===== src/rtl/dsi_pkg.sv =====
package dsi_pkg;
  typedef enum logic {
    FR_CFG  = 1'b0,
    FR_DATA = 1'b1
  } frame_sel_e;
endpackage


===== src/rtl/dsi_sync.sv =====
module dsi_sync #(
  parameter int WIDTH = 1,
  parameter int STAGES = 2,
  parameter logic [WIDTH-1:0] RST_VAL = '0
) (
  input  logic             clk,
  input  logic             rst,
  input  logic [WIDTH-1:0] d,
  output logic [WIDTH-1:0] q
);
  logic [WIDTH-1:0] stg [STAGES];

  always_ff @(posedge clk) begin
    if (rst) stg[0] <= RST_VAL;
    else     stg[0] <= d;
  end

  for (genvar s = 1; s < STAGES; s++) begin : g_stage
    always_ff @(posedge clk) begin
      if (rst) stg[s] <= RST_VAL;
      else     stg[s] <= stg[s-1];
    end
  end

  assign q = stg[STAGES-1];
endmodule


===== src/rtl/dsi_edge.sv =====
module dsi_edge #(
  parameter logic RST_VAL = 1'b0
) (
  input  logic clk,
  input  logic rst,
  input  logic d,
  output logic rise,
  output logic fall
);
  logic prev_q;

  always_ff @(posedge clk) begin
    if (rst) prev_q <= RST_VAL;
    else     prev_q <= d;
  end

  assign rise = d & ~prev_q;
  assign fall = ~d & prev_q;
endmodule


===== src/rtl/dsi_shreg.sv =====
module dsi_shreg #(
  parameter int W = 8
) (
  input  logic         clk,
  input  logic         rst,
  input  logic         load,
  input  logic         shift,
  input  logic [W-1:0] pdata,
  input  logic         sin,
  output logic [W-1:0] q
);
  always_ff @(posedge clk) begin
    if (rst)        q <= '0;
    else if (load)  q <= pdata;
    else if (shift) q <= {q[W-2:0], sin};
  end
endmodule


===== src/rtl/discin_spi.sv =====
module discin_spi #(
  parameter int DATA_W = 8,
  parameter int CFG_W = 9,
  parameter int SYNC_STAGES = 2
) (
  input  logic              clk,
  input  logic              rst,
  input  logic              cs_n_i,
  input  logic              sel_i,
  input  logic              sck_i,
  input  logic              sdi_i,
  input  logic [DATA_W-1:0] chan_i,
  input  logic              commit_en_i,
  output logic              sdo_o,
  output logic              sdo_oe_o,
  output logic [CFG_W-1:0]  cfg_o
);
  import dsi_pkg::*;

  localparam int SYNC_W = DATA_W + 4;
  // chip select idles high, everything else idles low
  localparam logic [SYNC_W-1:0] SYNC_RST = SYNC_W'(1);

  logic [SYNC_W-1:0] raw_bus, sync_bus;
  logic              cs_s, sck_s, sdi_s, sel_s;
  logic [DATA_W-1:0] chan_s;

  assign raw_bus = {chan_i, sel_i, sdi_i, sck_i, cs_n_i};

  dsi_sync #(.WIDTH(SYNC_W), .STAGES(SYNC_STAGES), .RST_VAL(SYNC_RST)) u_sync (
    .clk(clk), .rst(rst), .d(raw_bus), .q(sync_bus)
  );

  assign cs_s   = sync_bus[0];
  assign sck_s  = sync_bus[1];
  assign sdi_s  = sync_bus[2];
  assign sel_s  = sync_bus[3];
  assign chan_s = sync_bus[SYNC_W-1:4];

  logic cs_rise, cs_fall, sck_rise, sck_fall_unused;

  dsi_edge #(.RST_VAL(1'b1)) u_cs_edge (
    .clk(clk), .rst(rst), .d(cs_s), .rise(cs_rise), .fall(cs_fall)
  );

  dsi_edge #(.RST_VAL(1'b0)) u_sck_edge (
    .clk(clk), .rst(rst), .d(sck_s), .rise(sck_rise), .fall(sck_fall_unused)
  );

  // frame state: active flag and the register chosen at frame start
  logic       frame_q;
  frame_sel_e sel_frame_q;

  always_ff @(posedge clk) begin
    if (rst) begin
      frame_q     <= 1'b0;
      sel_frame_q <= FR_CFG;
    end else if (cs_fall) begin
      frame_q     <= 1'b1;
      sel_frame_q <= frame_sel_e'(sel_s);
    end else if (cs_rise) begin
      frame_q     <= 1'b0;
    end
  end

  logic shift_en, data_load, data_shift, cfg_shift, cfg_commit;

  assign shift_en   = sck_rise & frame_q & ~cs_s;
  assign data_load  = cs_fall & (frame_sel_e'(sel_s) == FR_DATA);
  assign data_shift = shift_en & (sel_frame_q == FR_DATA);
  assign cfg_shift  = shift_en & (sel_frame_q == FR_CFG);
  assign cfg_commit = cs_rise & frame_q & (sel_frame_q == FR_CFG) & commit_en_i;

  logic [DATA_W-1:0] data_q;
  logic [CFG_W-1:0]  cfg_sr_q;
  logic [CFG_W-1:0]  cfg_lat_q;

  dsi_shreg #(.W(DATA_W)) u_data_sr (
    .clk(clk), .rst(rst), .load(data_load), .shift(data_shift),
    .pdata(chan_s), .sin(sdi_s), .q(data_q)
  );

  dsi_shreg #(.W(CFG_W)) u_cfg_sr (
    .clk(clk), .rst(rst), .load(1'b0), .shift(cfg_shift),
    .pdata('0), .sin(sdi_s), .q(cfg_sr_q)
  );

  always_ff @(posedge clk) begin
    if (rst)             cfg_lat_q <= '0;
    else if (cfg_commit) cfg_lat_q <= cfg_sr_q;
  end

  assign sdo_o    = (sel_frame_q == FR_DATA) ? data_q[DATA_W-1] : cfg_sr_q[CFG_W-1];
  assign sdo_oe_o = frame_q;
  assign cfg_o    = cfg_lat_q;
endmodule


===== config.mk =====
export PLATFORM = sky130hd
export DESIGN_NAME = discin_spi
export DESIGN_NICKNAME = d
export VERILOG_FILES = /design/src/rtl/dsi_pkg.sv /design/src/rtl/dsi_sync.sv /design/src/rtl/dsi_edge.sv /design/src/rtl/dsi_shreg.sv /design/src/rtl/discin_spi.sv
export SDC_FILE = /design/constraint.sdc
export NUM_CORES = 1
export LEC_CHECK = 0
export BUFFER_PORTS_ARGS = -buffer_cell sky130_fd_sc_hd__buf_4
export CAP_MARGIN = 0
export CELL_PAD_IN_SITES_DETAIL_PLACEMENT = 0
export CELL_PAD_IN_SITES_GLOBAL_PLACEMENT = 2
export CORE_ASPECT_RATIO = 0.8
export CORE_MARGIN = 4
export CORE_UTILIZATION = 33
export CTS_BUF_LIST = sky130_fd_sc_hd__clkbuf_16
export CTS_CLUSTER_DIAMETER = 120
export DETAILED_ROUTE_END_ITERATION = 7
export PLACE_DENSITY = 0.74
export REMOVE_ABC_BUFFERS = 1
export SYNTH_ARGS = -nofsm -noshare
export SYNTH_HDL_FRONTEND = slang
export SYNTH_SLANG_ARGS = --single-unit

===== constraint.sdc =====
create_clock -name clk -period 2 [get_ports clk]
set_clock_uncertainty 0.15 [all_clocks]
set_input_delay 0.1 -clock clk [delete_from_list [all_inputs] [get_ports clk]]
set_output_delay 0.1 -clock clk [all_outputs]
set_load 0.02 [all_outputs]

Word-level counts from Yosys, hierarchy flattened
Memories as Yosys holds them, arrays and structs flattened.
Cells that the tools add are included.
Widths: inputs -> output; s select.
- mux-type cells: 10
- bitwise operators: 17
- reduce and logical (&&, ||, !) cells: 2
- operators with widths (kind ; number):
    $mux 12 ; 2
    $mux 8 ; 2
    $and 1x1->1 ; 11
    $mux 1 ; 6
    $not 1->1 ; 4
    $reduce_bool 2->1 ; 2
    $or 1x1->1 ; 2
- register bits after elaboration: 30
- memory bits (writable): 24
- input bits: 15
- output and inout port bits: 11
- logic and storage cells: 37
- memories: 1
- memory list (memory ; words ; bits a word ; rd ports ; clocked after memory_dff ; write ports ; line ; source):
    u_sync.stg ; 2 ; 12 ; 2 ; 0 ; 2 ; dsi_sync.sv:11 ; logic [WIDTH-1:0] stg [STAGES];

Logic depth before layout (Yosys ltp)
- depth after elaboration: 7
- mapped depth: 6
- depth with buffers taken out: 5

Hierarchy
From an unflattened synthesis, not the netlist that was laid out.
- cells, all modules: 186
- area, all modules: 2034.5 um^2
- by module, submodules not included (module ; instances ; cells an instance ; area an instance (um^2) ; sequential area each (um^2)):
    dsi_sync ; 1 ; 50 ; 650.6 ; 480.5
    discin_spi ; 1 ; 53 ; 518.0 ; 220.2
    dsi_shreg at u_cfg_sr ; 1 ; 40 ; 417.9 ; 180.2
    dsi_shreg at u_data_sr ; 1 ; 35 ; 369.1 ; 160.2
    dsi_edge at u_cs_edge ; 1 ; 4 ; 40.0 ; 20.0
    dsi_edge at u_sck_edge ; 1 ; 4 ; 38.8 ; 20.0

Least setup slack after synthesis
OpenSTA, ideal clock, no wires.
- path kind: reg-to-reg
- from: memory u_sync.stg[1][0] in the netlist's numbering
- to: register u_data_sr.q[6]
- arrival time: 1361 ps
- required time: 1759 ps
- slack: 398 ps
- cell stages (with the launch flop): 7
- path buffers: 1
- cells stage by stage: dfxtp_1 -> inv_1 -> ha_1 -> nand2_1 -> clkbuf_1 -> nor2_1 -> a311oi_1
- RTL lines (item ; line ; source):
    start, declared ; dsi_sync.sv:11 ;
    end signal, assigned ; dsi_shreg.sv:14 ; else if (load) q <= pdata;
    end signal, assigned ; dsi_shreg.sv:15 ; else if (shift) q <= {q[W-2:0], sin};
    end, declared ; dsi_shreg.sv:10 ; output logic [W-1:0] q

==> impl_metrics.env <==
export IMPL_worstSetupEndpointType="flip-flop"
export IMPL_die_area_um2=6990
export IMPL_layout_commonest_cell="dfxtp_1"
export IMPL_core_um2=5500
export IMPL_worstPathRequired_ns=2.04
export IMPL_viasPerCell=4.49
export IMPL_antenna_found_initial=0
export IMPL_diodes=0
export IMPL_p_leak_nw=0.911
export IMPL_postCtsSetupBuffers=0
export IMPL_initial_core_util_pct=34.3
export IMPL_slowest_stage="dfxtp_1"
export IMPL_finalSetupTns_ns=0
export IMPL_path_max_fanout=17
export IMPL_drv_cap=0
export IMPL_ys_seq_area_share_pct=57.4
export IMPL_ff2ff_path_depth=5
export IMPL_cts_clk_slew_worst_paths_ns=0.06
export IMPL_maxSlewHeadroom_pct=64.5
export IMPL_hold_depth=2
export IMPL_die_y_um=75.6
export IMPL_clk_latency_ns=0.28
export IMPL_root_buffer="clkbuf_16"
export IMPL_hpwlAfterDp_um=2180
export IMPL_cts_tree="yes"
export IMPL_timing_worst_setup_path_type="reg -> reg"
export IMPL_p_clk_share_pct=44.0
export IMPL_synth_seq_cells=54
export IMPL_drt_pass1_iter_count=4
export IMPL_cp_slowest_stage_delay_ns=0.42
export IMPL_run_status="finished clean"
export IMPL_place_inst=289
export IMPL_synth_area_um2=1880
export IMPL_power_internal_mw=1.74
export IMPL_hold_path_class="in -> reg"
export IMPL_via_count=1387
export IMPL_worst_slew_pin_slew_ns=0.532
export IMPL_rsz0062_at_grt="false"
export IMPL_fmax_ghz=0.588
export IMPL_area_growth_pct=27.4
export IMPL_synth_avg_cell_area_um2=9.56
export IMPL_yosys_warnings=0
export IMPL_numCtsBuffers=5
export IMPL_cts_max_level=2
export IMPL_grt_max_degree=55
export IMPL_powerDensity_nw_per_um2=889
export IMPL_synthCells=197
export IMPL_layout_cells_non_filler=309
export IMPL_grt_pass1_wl_um=6070
export IMPL_final_nets=247
export IMPL_switching_share_pct=18.6
export IMPL_fin_crit_ns=1.70
export IMPL_cts_sinks=54
export IMPL_synth_cell_types=24
export IMPL_cts_resized=0
export IMPL_path_cells="inv_1 -> ha_1 -> nand2_1 -> nor2_1 -> a311oi_1"
export IMPL_worst_ep_arrival_time_ns=1.74
export IMPL_cp_start_kind="flip-flop"
export IMPL_period_share_pct=85.0
export IMPL_ant_nets=0
export IMPL_hold_viol=0
export IMPL_wl_per_cell_um=11.2
export IMPL_power_switching_mw=0.396
export IMPL_layout_drive_gt1_share_pct=16.9
export IMPL_final_area_um2=2400
export IMPL_setup_viol=0
export IMPL_grt_usage_pct=11.1
export IMPL_nFillCells=551
export IMPL_routed_wl_um=3470
export IMPL_worst_path_buf_inv=1
export IMPL_route_detailed_drc=0
export IMPL_clockBufferDepth=2
export IMPL_io_buffer_count=25
export IMPL_multi_input_area_um2=724
export IMPL_drt_iter0_drc=86
export IMPL_rows=24
export IMPL_cts_hold_buf=12
export IMPL_path_depth=5
export IMPL_num_io_pins=26
export IMPL_total_power_mw=2.13
export IMPL_seq_area_um2=1080
export IMPL_fin_util_pct=43.7
export IMPL_power_frac_seq_pct=52.0
export IMPL_final_cell_mix="54 x dfxtp_1, 27 x buf_4, 24 x nor2b_1"
export IMPL_pwr_share_comb_pct=4.0
export IMPL_gp_congestion=0.723
export IMPL_overflow=0
export IMPL_place_area_um2=2110
export IMPL_grt_pass1_vias=1250
export IMPL_cp_top_family="simple AND/OR/NAND/NOR gates"
export IMPL_drv_slew=0
export IMPL_ir_worst_vdd_uv=344
export IMPL_die_width_um=92.5
-- worst paths after layout --
check                         from               end  slack [ns]
setup / recovery  u_sync.stg[1][0]    u_data_sr.q[0]        0.30
hold / removal                 rst  u_sync.stg[1][9]        0.12
setup reg to reg  u_sync.stg[1][0]    u_data_sr.q[0]        0.30
hold reg to reg   u_sync.stg[0][0]  u_sync.stg[1][0]        0.26
-- worst register-to-register path: cells and delay by family (launching register included) --
kind	cells	cell delay (ns)
buf+inv	1	0.07
compound gates	1	0.25
fa+ha+maj	1	0.21
simple gates	2	0.51
flops	1	0.42
-- per-stage QoR --
stage | worst slack, ns | hold WS, ns
after floorplan | 0.539 | 0.0191
after global placement | 0.354 | 0.136
after detailed placement | 0.306 | 0.152
after CTS | 0.279 | 0.136
after global routing | 0.0139 | 0.171
final | 0.299 | 0.121
-- synthesized netlist by cell type --
cell | instances | area (um^2)
nor2_1 | 9 | 33.8
nand3_1 | 17 | 85.1
and2_1 | 1 | 6.26
mux2i_1 | 1 | 10.0
and4b_1 | 1 | 10.0
mux2_2 | 1 | 11.3
or2_2 | 3 | 18.8
dfxtp_1 | 54 | 1080
buf_6 | 2 | 22.5
a311oi_1 | 8 | 70.1
nand2_1 | 20 | 75.1
o21ai_0 | 13 | 65.1
o21ai_1 | 4 | 20.0
inv_1 | 2 | 7.51
nor2b_1 | 24 | 150
or3b_1 | 1 | 8.76
clkbuf_1 | 8 | 30.0
buf_4 | 1 | 7.51
nand2b_1 | 2 | 12.5
a21oi_1 | 19 | 95.1
nand4b_1 | 1 | 8.76
ha_1 | 2 | 25.0
buf_2 | 2 | 10.0
nor3b_4 | 1 | 18.8
-- power groups by stage --
stage | logic (mW) | registers, mW | clock network, mW
after floorplan | 0.0265 | 1.13 | 0
after global placement | 0.0664 | 1.13 | 0
after detailed placement | 0.0686 | 1.13 | 0
after CTS | 0.0871 | 1.11 | 0.977
after global routing | 0.0970 | 1.11 | 1.01
final | 0.0858 | 1.11 | 0.938
-- area by class of cell --
class / instances / share of cell area, %
inverter: 2 / 0.313
clock buffer: 5 / 5.21
clock inverter: 3 / 1.72
timing repair buffer: 39 / 13.5
multi-input combinational: 128 / 30.2
sequential: 54 / 45.0
tap: 78 / 4.07
-- metal layers --
layer	routed length [um]	share of wire, %	track usage, %	vias to the layer above
met2	1640	47	17.6	24
li1	-	-	-	733
met3	134	3.9	3.36	2
met4	31	0.89	4.94	0
met1	1670	48	14.1	628
met5	0	0	0	-
-- cells by family after synthesis --
logic type | after synthesis | share of synthesized area (%)
adders and majority gates | 2 | 1.33
and+or+nand+nor | 80 | 22.7
buffers and inverters | 15 | 4.12
AOI/OAI and AO/OA | 44 | 13.3
DFF | 54 | 57.4
muxes | 2 | 1.13
-- sequential cells by signal, summed over array words and instances, names as in the netlist --
signal,count
sel_frame_q,1
cfg_o,9
u_sck_edge.prev_q,1
sdo_oe_o,1
u_data_sr.q,8
u_cfg_sr.q,9
u_sync.stg,24
u_cs_edge.prev_q,1
(Power assumes the default switching activity.)
